File: config.mk
export PLATFORM = sky130hd
export DESIGN_NAME = seg_xlate
export DESIGN_NICKNAME = d
export VERILOG_FILES = /design/src/rtl/seg_xlate_pkg.sv /design/src/rtl/seg_regfile.sv /design/src/rtl/seg_desc_cache.sv /design/src/rtl/seg_xlate.sv
export SDC_FILE = /design/constraint.sdc
export NUM_CORES = 1
export LEC_CHECK = 0
export ABC_AREA = 1
export BUFFER_PORTS_ARGS = -buffer_cell sky130_fd_sc_hd__buf_2
export CORE_ASPECT_RATIO = 0.6
export CORE_MARGIN = 10
export CORE_UTILIZATION = 50
export DETAILED_ROUTE_END_ITERATION = 6
export HOLD_SLACK_MARGIN = 0.03
export PLACE_DENSITY_LB_ADDON = 0.08
export SLEW_MARGIN = 20
export SYNTH_ARGS = -nofsm -noshare
export SYNTH_HDL_FRONTEND = slang
export SYNTH_SLANG_ARGS = --single-unit
File: constraint.sdc
create_clock -name clk -period 16.4 [get_ports clk]
set_clock_uncertainty 0.15 [all_clocks]
set_input_delay 1.64 -clock clk [delete_from_list [all_inputs] [get_ports clk]]
set_output_delay 1.64 -clock clk [all_outputs]
set_load 0.05 [all_outputs]
File: src/rtl/seg_xlate_pkg.sv
package seg_xlate_pkg;
  localparam int SEG_W  = 16;
  localparam int OFF_W  = 32;
  localparam int REAL_W = 20;
  localparam int NSEG   = 6;
  localparam int IDX_W  = 13;

  typedef enum logic [2:0] {
    SR_CODE = 3'd0, SR_STACK = 3'd1, SR_DATA = 3'd2,
    SR_EX0  = 3'd3, SR_EX1   = 3'd4, SR_EX2  = 3'd5
  } sreg_e;

  typedef enum logic [1:0] {
    AK_FETCH = 2'd0, AK_STACK = 2'd1, AK_DATA = 2'd2, AK_DATA_ALT = 2'd3
  } acc_e;

  typedef struct packed {
    logic [OFF_W-1:0] base;
    logic [OFF_W-1:0] size;
    logic [1:0]       dpl;
  } desc_t;

  function automatic logic [2:0] kind_to_sreg(input logic [1:0] kind);
    case (acc_e'(kind))
      AK_FETCH: return SR_CODE;
      AK_STACK: return SR_STACK;
      default:  return SR_DATA;
    endcase
  endfunction
endpackage

File: src/rtl/seg_regfile.sv
module seg_regfile
  import seg_xlate_pkg::*;
#(
  parameter int N = NSEG,
  parameter int W = SEG_W
) (
  input  logic         clk,
  input  logic         rst,
  input  logic         we,
  input  logic [2:0]   wsel,
  input  logic [W-1:0] wdata,
  input  logic [1:0]   kind,
  input  logic [2:0]   ovr,
  output logic [W-1:0] seg
);
  logic [W-1:0] regs [N];
  logic [2:0]   pick;

  always_ff @(posedge clk) begin
    if (rst) begin
      for (int i = 0; i < N; i++) regs[i] <= '0;
    end else if (we && (wsel < 3'(N))) begin
      regs[wsel] <= wdata;
    end
  end

  always_comb begin
    pick = (ovr < 3'(N)) ? ovr : kind_to_sreg(kind);
    seg  = regs[pick];
  end

  // an out-of-range write index leaves the register file untouched
  p_bad_sel_hold_r4: assert property (@(posedge clk) disable iff (rst)
    (we && wsel >= 3'(N)) |=> $stable(regs[0]) && $stable(regs[N-1]));
endmodule

File: src/rtl/seg_desc_cache.sv
module seg_desc_cache
  import seg_xlate_pkg::*;
#(
  parameter int DEPTH = 8,
  localparam int AW = $clog2(DEPTH)
) (
  input  logic          clk,
  input  logic          we,
  input  logic [AW-1:0] widx,
  input  desc_t         wdesc,
  input  logic [AW-1:0] ridx,
  output desc_t         rdesc
);
  desc_t mem [DEPTH];

  always_ff @(posedge clk) begin
    if (we) mem[widx] <= wdesc;
  end

  assign rdesc = mem[ridx];
endmodule

File: src/rtl/seg_xlate.sv
module seg_xlate
  import seg_xlate_pkg::*;
#(
  parameter int DEPTH = 8
) (
  input  logic                     clk,
  input  logic                     rst,
  input  logic                     cfg_mode_we,
  input  logic                     cfg_mode_prot,
  input  logic                     cfg_tbl_we,
  input  logic [12:0]              cfg_tbl_base,
  input  logic                     sreg_we,
  input  logic [2:0]               sreg_sel,
  input  logic [15:0]              sreg_data,
  input  logic                     dsc_we,
  input  logic [$clog2(DEPTH)-1:0] dsc_idx,
  input  logic [31:0]              dsc_base,
  input  logic [31:0]              dsc_size,
  input  logic [1:0]               dsc_dpl,
  input  logic                     req_valid,
  input  logic [1:0]               req_kind,
  input  logic [2:0]               req_ovr,
  input  logic [31:0]              req_off,
  output logic                     out_valid,
  output logic [31:0]              out_lin,
  output logic                     out_fault,
  output logic [1:0]               out_dpl
);
  localparam int AW = $clog2(DEPTH);

  logic             prot_q;
  logic [IDX_W-1:0] tbl_q;
  logic [SEG_W-1:0] seg;
  desc_t            wdesc, rdesc;
  logic [IDX_W-1:0] slot;
  logic             slot_ok, over;
  logic [REAL_W-1:0] real_lin;
  logic [OFF_W-1:0]  prot_lin;

  seg_regfile #(.N(NSEG), .W(SEG_W)) u_regs (
    .clk(clk), .rst(rst), .we(sreg_we), .wsel(sreg_sel), .wdata(sreg_data),
    .kind(req_kind), .ovr(req_ovr), .seg(seg)
  );

  assign wdesc = '{base: dsc_base, size: dsc_size, dpl: dsc_dpl};

  seg_desc_cache #(.DEPTH(DEPTH)) u_cache (
    .clk(clk), .we(dsc_we), .widx(dsc_idx), .wdesc(wdesc),
    .ridx(slot[AW-1:0]), .rdesc(rdesc)
  );

  always_ff @(posedge clk) begin
    if (rst) begin
      prot_q <= 1'b0;
      tbl_q  <= '0;
    end else begin
      if (cfg_mode_we) prot_q <= cfg_mode_prot;
      if (cfg_tbl_we)  tbl_q  <= cfg_tbl_base;
    end
  end

  always_comb begin
    real_lin = {seg, 4'b0000} + REAL_W'(req_off[SEG_W-1:0]);
    slot     = seg[SEG_W-1:SEG_W-IDX_W] - tbl_q;
    slot_ok  = slot < IDX_W'(DEPTH);
    over     = req_off >= rdesc.size;
    prot_lin = rdesc.base + req_off;
  end

  always_ff @(posedge clk) begin
    if (rst) begin
      out_valid <= 1'b0;
      out_fault <= 1'b0;
      out_lin   <= '0;
      out_dpl   <= '0;
    end else begin
      out_valid <= 1'b0;
      out_fault <= 1'b0;
      out_lin   <= '0;
      out_dpl   <= '0;
      if (req_valid) begin
        if (!prot_q) begin
          out_valid <= 1'b1;
          out_lin   <= OFF_W'(real_lin);
        end else if (!slot_ok || over) begin
          out_fault <= 1'b1;
        end else begin
          out_valid <= 1'b1;
          out_lin   <= prot_lin;
          out_dpl   <= rdesc.dpl;
        end
      end
    end
  end

  p_fault_excl_r8: assert property (@(posedge clk) disable iff (rst)
    !(out_fault && out_valid));
  p_answer_r8: assert property (@(posedge clk) disable iff (rst)
    req_valid |=> (out_valid || out_fault));
  p_idle_r8: assert property (@(posedge clk) disable iff (rst)
    !req_valid |=> (!out_valid && !out_fault));
  p_real_clean_r10: assert property (@(posedge clk) disable iff (rst)
    (req_valid && !prot_q) |=> (out_valid && out_dpl == 2'd0 && out_lin[31:20] == 12'd0));
  p_fault_zero_r6: assert property (@(posedge clk) disable iff (rst)
    out_fault |-> (out_lin == 32'd0 && out_dpl == 2'd0));
  p_fault_only_prot_r7: assert property (@(posedge clk) disable iff (rst)
    out_fault |-> $past(prot_q));
endmodule

# Yosys cells after proc, flatten, opt, wreduce, memory -nomap -nowiden
# Memory sizes are Yosys's and may differ from the RTL's.
# Cells that the tools add are included.
[word_totals] out_inout_bits=36 elab_cells=44 latch_bits=0 input_bits=146 mem_count=2 reg_bits=50 ram_bits=624 romBits=0
[memory_table] memory="u_cache.mem" depth=8 word_bits=66 read_ports=1 rd_clocked_by_memory_dff=0 wr=1 line_no="seg_desc_cache.sv:14" rtl="desc_t mem [DEPTH];"
[memory_table] memory="u_regs.regs" depth=6 word_bits=16 read_ports=1 rd_clocked_by_memory_dff=0 wr=6 line_no="seg_regfile.sv:16" rtl="logic [W-1:0] regs [N];"
[classes] shifts=0 addsub=3 n_reduce_logical=8 magnitude_cmp=4 div=0 mul=0 n_mux=17 bitwise_logic=2 n_eq_ne=1
[ops] operator="two-way mux 20 bit" n=2
[ops] operator="adder 32 bit" n=1
[ops] operator="greater-or-equal comparator 32 bit" n=1
[ops] operator="adder 20 x 16 -> 20 bit" n=1
[ops] operator="two-way mux 16 bit" n=1
[ops] operator="OR reduction 16 bit" n=1
[ops] operator="< comparator 13 x 4 -> 1 bit, second input constant" n=1
[ops] operator="subtractor 13 bit" n=1
[ops] operator="two-way mux 1 bit" n=11
[ops] operator="< comparator 3 bit, second input constant" n=2
[ops] operator="two-way mux 3 bit" n=2
[ops] operator="one-hot mux 2 bit (2 select lines)" n=1
[ops] operator="OR reduction 4 bit" n=1
[ops] operator="OR reduction 3 bit" n=1
[ops] operator="equality test 2 x 1 -> 1 bit, second input constant" n=1
[ops] operator="zero test 2 bit" n=1
[ops] operator="inverter 1 bit" n=2
[ops] operator="OR reduction 2 bit" n=1
[ops] operator="logical AND 1 bit" n=1
[ops] operator="zero test 1 bit" n=1
[ops] operator="logical OR 1 bit" n=1

# Logic depth before layout (Yosys ltp)
# Gate-level depths: netlist of the first run.
# An unclocked memory read counts as a cell.
[depth] depth_word=10 depth_mapped=37 ltp_nobuf=35

# By module
# A second synthesis of the first run with hierarchy kept.
[unflattened] cells_unflattened=3960 area_unflattened_um2=35126.2
[modules_own_cells] module="seg_desc_cache" instances=1 cells_each=2299 area_each_um2=22942.0 seq_area_each_um2=15855.2
[modules_own_cells] module="seg_regfile" instances=1 cells_each=715 area_each_um2=6337.3 seq_area_each_um2=3843.7
[modules_own_cells] module="seg_xlate" instances=1 cells_each=946 area_each_um2=5846.9 seq_area_each_um2=1001.0

# Worst setup path after synthesis of the first run
# Ideal clock, no wire load.
[synth_path] path_type="input-to-reg" startpoint="input port req_kind[1]" endpoint="register out_lin[24]" t_arrival_ps=6194 path_slack_ps=9944 t_required_ps=16138 setup_time_ps=112 n_path_buf=5 path_stages=27 cell_sequence="inv_1 > nand2_1 > nand3_2 > nand2_4 > buf_4 > buf_4 > clkbuf_1 > a21oi_1 > a221oi_1 > a21o_1 > fa_1 > inv_2 > clkbuf_1 > clkbuf_1 > nand3_1 > a32o_1 > ha_1 > fa_1 > nand3_1 > nand2_1 > a21oi_1 > o21bai_1 > a21oi_1 > o21ai_0 > xor2_1 > inv_1 > nor2_1"
[synth_between] elab_chain_cells=9 word_cells_on_any_way=13 cone_classes="2 x add/sub; 2 x order compare; 1 x eq/ne; 2 x mux; 4 x reduce/logical; 2 x memory"
[synth_rtl] element="start, declared" line_no="seg_xlate.sv:21" rtl="input logic [1:0] req_kind,"
[synth_rtl] element="equality test 2 x 1 -> 1 bit or zero test 2 bit (tied branches)" line_no="seg_xlate_pkg.sv:24" rtl="case (acc_e'(kind))"
[synth_rtl] element="one-hot mux 2 bit (2 select lines) *" line_no="seg_xlate_pkg.sv:24"
[synth_rtl] element="two-way mux 3 bit *" line_no="seg_regfile.sv:28" rtl="pick = (ovr < 3'(N)) ? ovr : kind_to_sreg(kind);"
[synth_rtl] element="memory read (6 x 16 bit) *"
[synth_rtl] element="subtractor 13 bit *" line_no="seg_xlate.sv:64" rtl="slot = seg[SEG_W-1:SEG_W-IDX_W] - tbl_q;"
[synth_rtl] element="memory read (8 x 66 bit) or < comparator 13 x 4 -> 1 bit (tied branches)"
[synth_rtl] element="greater-or-equal comparator 32 bit or zero test 1 bit (tied branches)" line_no="seg_xlate.sv:66, seg_xlate.sv:85"
[synth_rtl] element="logical OR 1 bit" line_no="seg_xlate.sv:85" rtl="end else if (!slot_ok || over) begin"
[synth_rtl] element="OR reduction 4 bit (no source line)"
[synth_rtl] element="end signal, assigned" line_no="seg_xlate.sv:84" rtl="out_lin <= OFF_W'(real_lin);"
[synth_rtl] element="end signal, assigned" line_no="seg_xlate.sv:89" rtl="out_lin <= prot_lin;"
[synth_rtl] element="end, declared" line_no="seg_xlate.sv:25" rtl="output logic [31:0] out_lin,"
# Every way passes the cells marked *; elsewhere a longest branch is shown, timed or not.
# A chain may end at the register's enable or synchronous reset.

# Final worst setup path of the first run
# Ends and elaborated chain as after synthesis.

==> results.toml, run 1 <==
[clocking]
post_cts_buffers = 0
cts_hold_buf = 0
htree_levels = 3
cts_resized = 0
cts_max_path_buffers = 3
cts_num_sinks = 674
insertion_delay_ns = 0.61
cts.clk_slew.worst_paths_ns = 0.06
cts_tree = "yes"
cts_root_buffer = "clkbuf_16"
cts_made_buffers = 66

[die]
coreArea_um2 = 59200
die_w_um = 336
row_count = 69
pin_count = 182
die_h_um = 210
dieArea_um2 = 70400
start_util_pct = 50.5

[worst_setup_path]
critPathCaptureType = "flip-flop"
start_kind = "input pin"
critPathMaxFanout = 69
worstPathRequired_ns = 16.73
r2r_slack_ns = 9.27
crit_path_top_delay_cell = "buf_4"
slowest_delay_ns = 0.76
crit_top_cell = "inv_1"
worstSetupPathType = "in2reg"
arrival_ns = 9.78

[power_and_ir_drop]
p_total_uw = 4740
p_per_area_nw_per_um2 = 141
peakVddDrop_uv = 77.1
p_leak_uw = 0.0126

[global_route]
antenna_found_initial = 7
grt_max_degree = 105
grt_pass1_wl_um = 128000
grt_pass1_vias = 20600
grt-ovfl-total = 0
grt_util_all_layers_pct = 23.7

[logic_synthesis]
syn-num-nets = 2942
async_flop_share_pct = 0
yosysMostFrequentCell = "edfxtp_1"
avgSynthCellArea_um2 = 11.1
synth_top_area_share_pct = 62.6
synth_commonest_cells = "edfxtp_1, nand2_1, nor2_1"
syn_inst = 2706
yosys_register_bits = 674
yosys.area.top_type = "edfxtp_1"
yosys_warnings = 0
synth_edf_count = 624
netlist_area_um2 = 29900
synthTopCellsByArea = "edfxtp_1, nand2_1, nor2_1, ha_1, a21oi_1"
ys.flop_type = "edfxtp_1"
synth_cell_type_count = 53
seq_area_frac_synth_pct = 65.9

[routing]
drc = 0
routed.top_layer = "met5"
drt_iter0_markers = 2293
wl_met3_um = 6590
wl_um = 84800
via_count = 21600
ant_nets = 0
wl_met2_um = 36600
drt_first_pass_iters = 6
vias_per_cell = 5.85
avgRoutedWirePerCell_um = 23.0
wl_met1_um = 39800

[timing]
hold_ws_ns = 0.324
slew_viol_final = 0
tns_ns = 0
fmax_ghz = 0.106
min_period_over_period_pct = 57.6
setup_viol = 0
max-slew-margin-rel_pct = 29.7
rsz0062_at_grt = "no"
hold_viol = 0
fin_crit_ns = 9.45
worstMarginPinSlew_ns = 1.05
fin_ws_ns = 6.95

[job]
cap_violations = 0

[placed_design]
hpwlAfterDp_um = 54200
dp_slack_ns = 6.45
gp_congestion = 0.923
port_buffers = 181

[cells_and_area]
drive_above_1_share_pct = 11.7
fin_util_pct = 57.0
sequential_cell_area_um2 = 19700
multiInputGateArea_um2 = 9270
area.growth.synth_to_final_pct = 12.7
final_nets = 3085
fillers = 4974

[outcome]
outcome = "completed"

[min_path]
holdCritPathClass = "reg2reg"
[per-stage QoR]
step           std cells  instance area (µm²)
2_1_floorplan       2706                29900
3_3_place_gp        3562                31600
3_5_place_dp        3562                31600
4_1_cts             3680                33700
5_1_grt             3681                33700
6_report            3685                33700
[cells in the final DEF, fill, tap and decap left out, drive strengths merged, types with 3 or more instances in the layout]
cell | Yosys | final
edfxtp | 624 | 624
nand2 | 560 | 560
nor2 | 304 | 304
buf | 14 | 210
a21oi | 205 | 205
o21ai | 198 | 198
nand3 | 179 | 179
inv | 129 | 132
ha | 87 | 87
clkbuf | 121 | 87
dfxtp | 50 | 50
a32o | 36 | 36
o221ai | 31 | 31
o22ai | 28 | 28
nand4 | 28 | 28
clkinv | 4 | 24
a21o | 17 | 17
xor2 | 13 | 13
a221oi | 12 | 12
nor3 | 10 | 10
xnor2 | 10 | 10
or2 | 6 | 6
diode | 0 | 5
a31oi | 5 | 5
bufinv | 0 | 5
o21a | 4 | 4
nand3b | 4 | 4
o21bai | 4 | 4
o211ai | 3 | 3
nor4 | 3 | 3
clkinvlp | 0 | 3
o31ai | 3 | 3
fa | 3 | 3
[state kept, by name, summed over array words and instances, names as in the netlist]
register and cells:
out_valid 1, u_regs.regs 96, out_dpl 2, tbl_q 13, prot_q 1, out_lin 32
out_fault 1, u_cache.mem 528
[final cells by class]
cell class / instances / area share (%)
Antenna cell: 5 / 0.0371
Clock inverter: 31 / 0.887
Clock buffer: 87 / 5.35
Sequential cell: 674 / 58.5
Inverter: 133 / 1.51
Tap cell: 781 / 2.90
Timing Repair Buffer: 210 / 3.33
Multi-Input combinational cell: 1764 / 27.5
[final timing paths]
path,startpoint,to,depth (start not counted)
max,req_kind[1],out_lin[24]$_SDFF_PP0_,30
min,tbl_q[7]$_SDFFE_PP0P_,tbl_q[7]$_SDFFE_PP0P_,2
max reg2reg,u_regs.regs[1][3]$_SDFFCE_PN0P_,out_lin[24]$_SDFF_PP0_,24
min reg2reg,tbl_q[7]$_SDFFE_PP0P_,tbl_q[7]$_SDFFE_PP0P_,2
[critical path, delay by kind of cell]
family	cells	cell delay, ns
AO/OA/AOI/OAI	7	1.53
XOR/XNOR	1	0.17
adder cells (fa/ha/maj)	4	1.51
AND/OR/NAND/NOR	8	1.36
buffers and inverters	10	3.41
[kinds of logic after synthesis]
kind of cell / after synthesis / share of synthesized area [%]
adders and majority gates: 90 / 3.84
AOI/OAI and AO/OA: 556 / 11.1
DFF: 674 / 65.9
xor gates and xnor gates: 23 / 0.673
buffers and inverters: 268 / 3.45
and+or+nand+nor: 1095 / 15.0
[power by group]
part | internal (µW) | switching (µW) | leakage (µW)
combinational | 398 | 874 | 0.00548
clock | 858 | 646 | 0.00103
sequential | 1950 | 19.2 | 0.00613
total | 3200 | 1540 | 0.0126
[routing by layer]
| metal | track usage (%) | vias to the layer above |
|---|---|---|
| li1 | - | 10000 |
| met1 | 35.5 | 10600 |
| met2 | 34.9 | 835 |
| met3 | 4.75 | 126 |
| met4 | 5.97 | 2 |
| met5 | 0 | - |
Power figures use the tool's default switching activity.
==> run 2, diff against run 1 <==
clock period = 8.45 ns   (was 16.4 ns; I/O delays follow)
==> run 2 against run 1 <==
Effect of this change: routed wire length up 1.4%; highest routed layer unchanged; largest cell class unchanged; worst hold slack worse by 0.088 ns; total power grew 90%; final area decreased by 0.26%; non-clock buffer count grew 7; sequential share of layout area is 0.15 points higher; clock power up 80%; clock-buffer cell count decreased by 17.
==> results.toml, run 2 (same netlist as run 1, synthesis figures left out) <==
[routing]
drt_first_pass_iters = 6
wl_um = 86000
avgRoutedWirePerCell_um = 23.3
vias_per_cell = 5.83
drt_iter0_markers = 2454
drc = 0
ant_nets = 0
via_count = 21500

[clocking]
cts_max_path_buffers = 3
cts_root_buffer = "clkbuf_16"
cts.clk_slew.worst_paths_ns = 0.06
cts_num_sinks = 674
htree_levels = 2
cts_made_buffers = 60
post_cts_buffers = 0
cts_hold_buf = 0
cts_tree = "yes"
insertion_delay_ns = 0.64
cts_resized = 0

[global_route]
antenna_found_initial = 3
grt_pass1_wl_um = 129000
grt_max_degree = 193
grt_util_all_layers_pct = 23.9
grt_pass1_vias = 20700
grt-ovfl-total = 0

[placed_design]
gp_congestion = 0.908
place_inst = 3569
dp_slack_ns = 1.14
hpwlAfterDp_um = 55600
postPlaceCellArea_um2 = 31700
port_buffers = 181

[job]
cap_violations = 0

[worst_setup_path]
r2r_slack_ns = 2.68
slowest_delay_ns = 0.70
start_kind = "input pin"
crit_path_top_delay_cell = "inv_4"
crit_top_cell = "nand2_1"
worstPathRequired_ns = 8.85
arrival_ns = 7.10
critPathCaptureType = "flip-flop"
critPathMaxFanout = 84
worstSetupPathType = "in2reg"

[timing]
fin_crit_ns = 6.70
hold_viol = 0
tns_ns = 0
fmax_ghz = 0.149
setup_viol = 0
min_period_over_period_pct = 79.3
rsz0062_at_grt = "no"
slew_viol_final = 0
worstMarginPinSlew_ns = 1.13
fin_ws_ns = 1.75
hold_ws_ns = 0.236
max-slew-margin-rel_pct = 24.7

[die]
dieArea_um2 = 70400
coreArea_um2 = 59200
die_h_um = 210
die_w_um = 336
pin_count = 182
start_util_pct = 50.5
row_count = 69

[cells_and_area]
instances_no_fill = 3684
drive_above_1_share_pct = 11.6
final_nets = 3086
reg.largest.list = "u_cache.mem (528), u_regs.regs (96), out_lin (32)"
largest_reg_flops = 528
largest-register = "u_cache.mem"
layout_commonest_cell = "edfxtp_1"
area.growth.synth_to_final_pct = 12.4
design_area_um2 = 33600
final_cell_mix = "edfxtp_1, nand2_1, nor2_1"

[outcome]
outcome = "completed"

[power_and_ir_drop]
peakVddDrop_uv = 175
p_per_area_nw_per_um2 = 268
p_leak_uw = 0.0126

[min_path]
holdCritPathClass = "in2reg"
-- run 2: cell count changes in the layout (fill, tap and decap cells not counted), sizes merged --
cell	change
buf	+7
clkinvlp	-2
clkinv	+14
inv	-1
diode	-2
clkbuf	-17
-- run 2: cell type report --
cell class                      count  area (µm²)
Tap cell                          781         977
Multi-Input combinational cell   1764        9270
Inverter                          133         508
Fill cell                        4982       25600
Clock inverter                     42         332
Clock buffer                       70        1560
Timing Repair Buffer              217        1250
Sequential cell                   674       19700
Antenna cell                        3        7.51
-- run 2: path summary, 6_finish.rpt --
| path | start | endpoint | cells past startpoint |
|---|---|---|---|
| worst min-delay path | rst | prot_q$_SDFFE_PP0P_ | 2 |
| worst min register to register | tbl_q[3]$_SDFFE_PP0P_ | tbl_q[3]$_SDFFE_PP0P_ | 2 |
| worst max register to register | u_regs.regs[5][3]$_DFFE_PP_ | out_lin[19]$_SDFF_PP0_ | 24 |
| worst max-delay path | req_kind[1] | out_lin[19]$_SDFF_PP0_ | 30 |
-- run 2: report_power, final --
part           internal [µW]  switching [µW]
Combinational            798            1720
Clock                   1470            1230
Sequential              3780            34.5
Total                   6040            2980
-- run 2: metrics by stage --
| step | power (µW) | util (%) |
|---|---|---|
| 3_5_place_dp | 6370 | 53.6 |
| 5_1_grt | 9500 | 56.8 |
| 3_3_place_gp | 6340 | 53.6 |
| 2_1_floorplan | 5560 | - |
| 6_report | 9030 | 56.8 |
| 4_1_cts | 9050 | 56.8 |
-- run 2: critical path, delay by kind of cell --
family	cells	cell delay, ns
buffers and inverters	7	1.74
AND/OR/NAND/NOR	16	2.13
adder cells (fa/ha/maj)	3	1.26
AO/OA/AOI/OAI	4	0.97
-- run 2: metal layers --
layer	share of wire [%]	vias up	global-route usage [%]
met1	47	10500	36.5
met4	1.9	2	5.65
li1	-	10000	-
met5	0.014	-	0
met2	42	817	34.3
met3	8.6	106	5.11
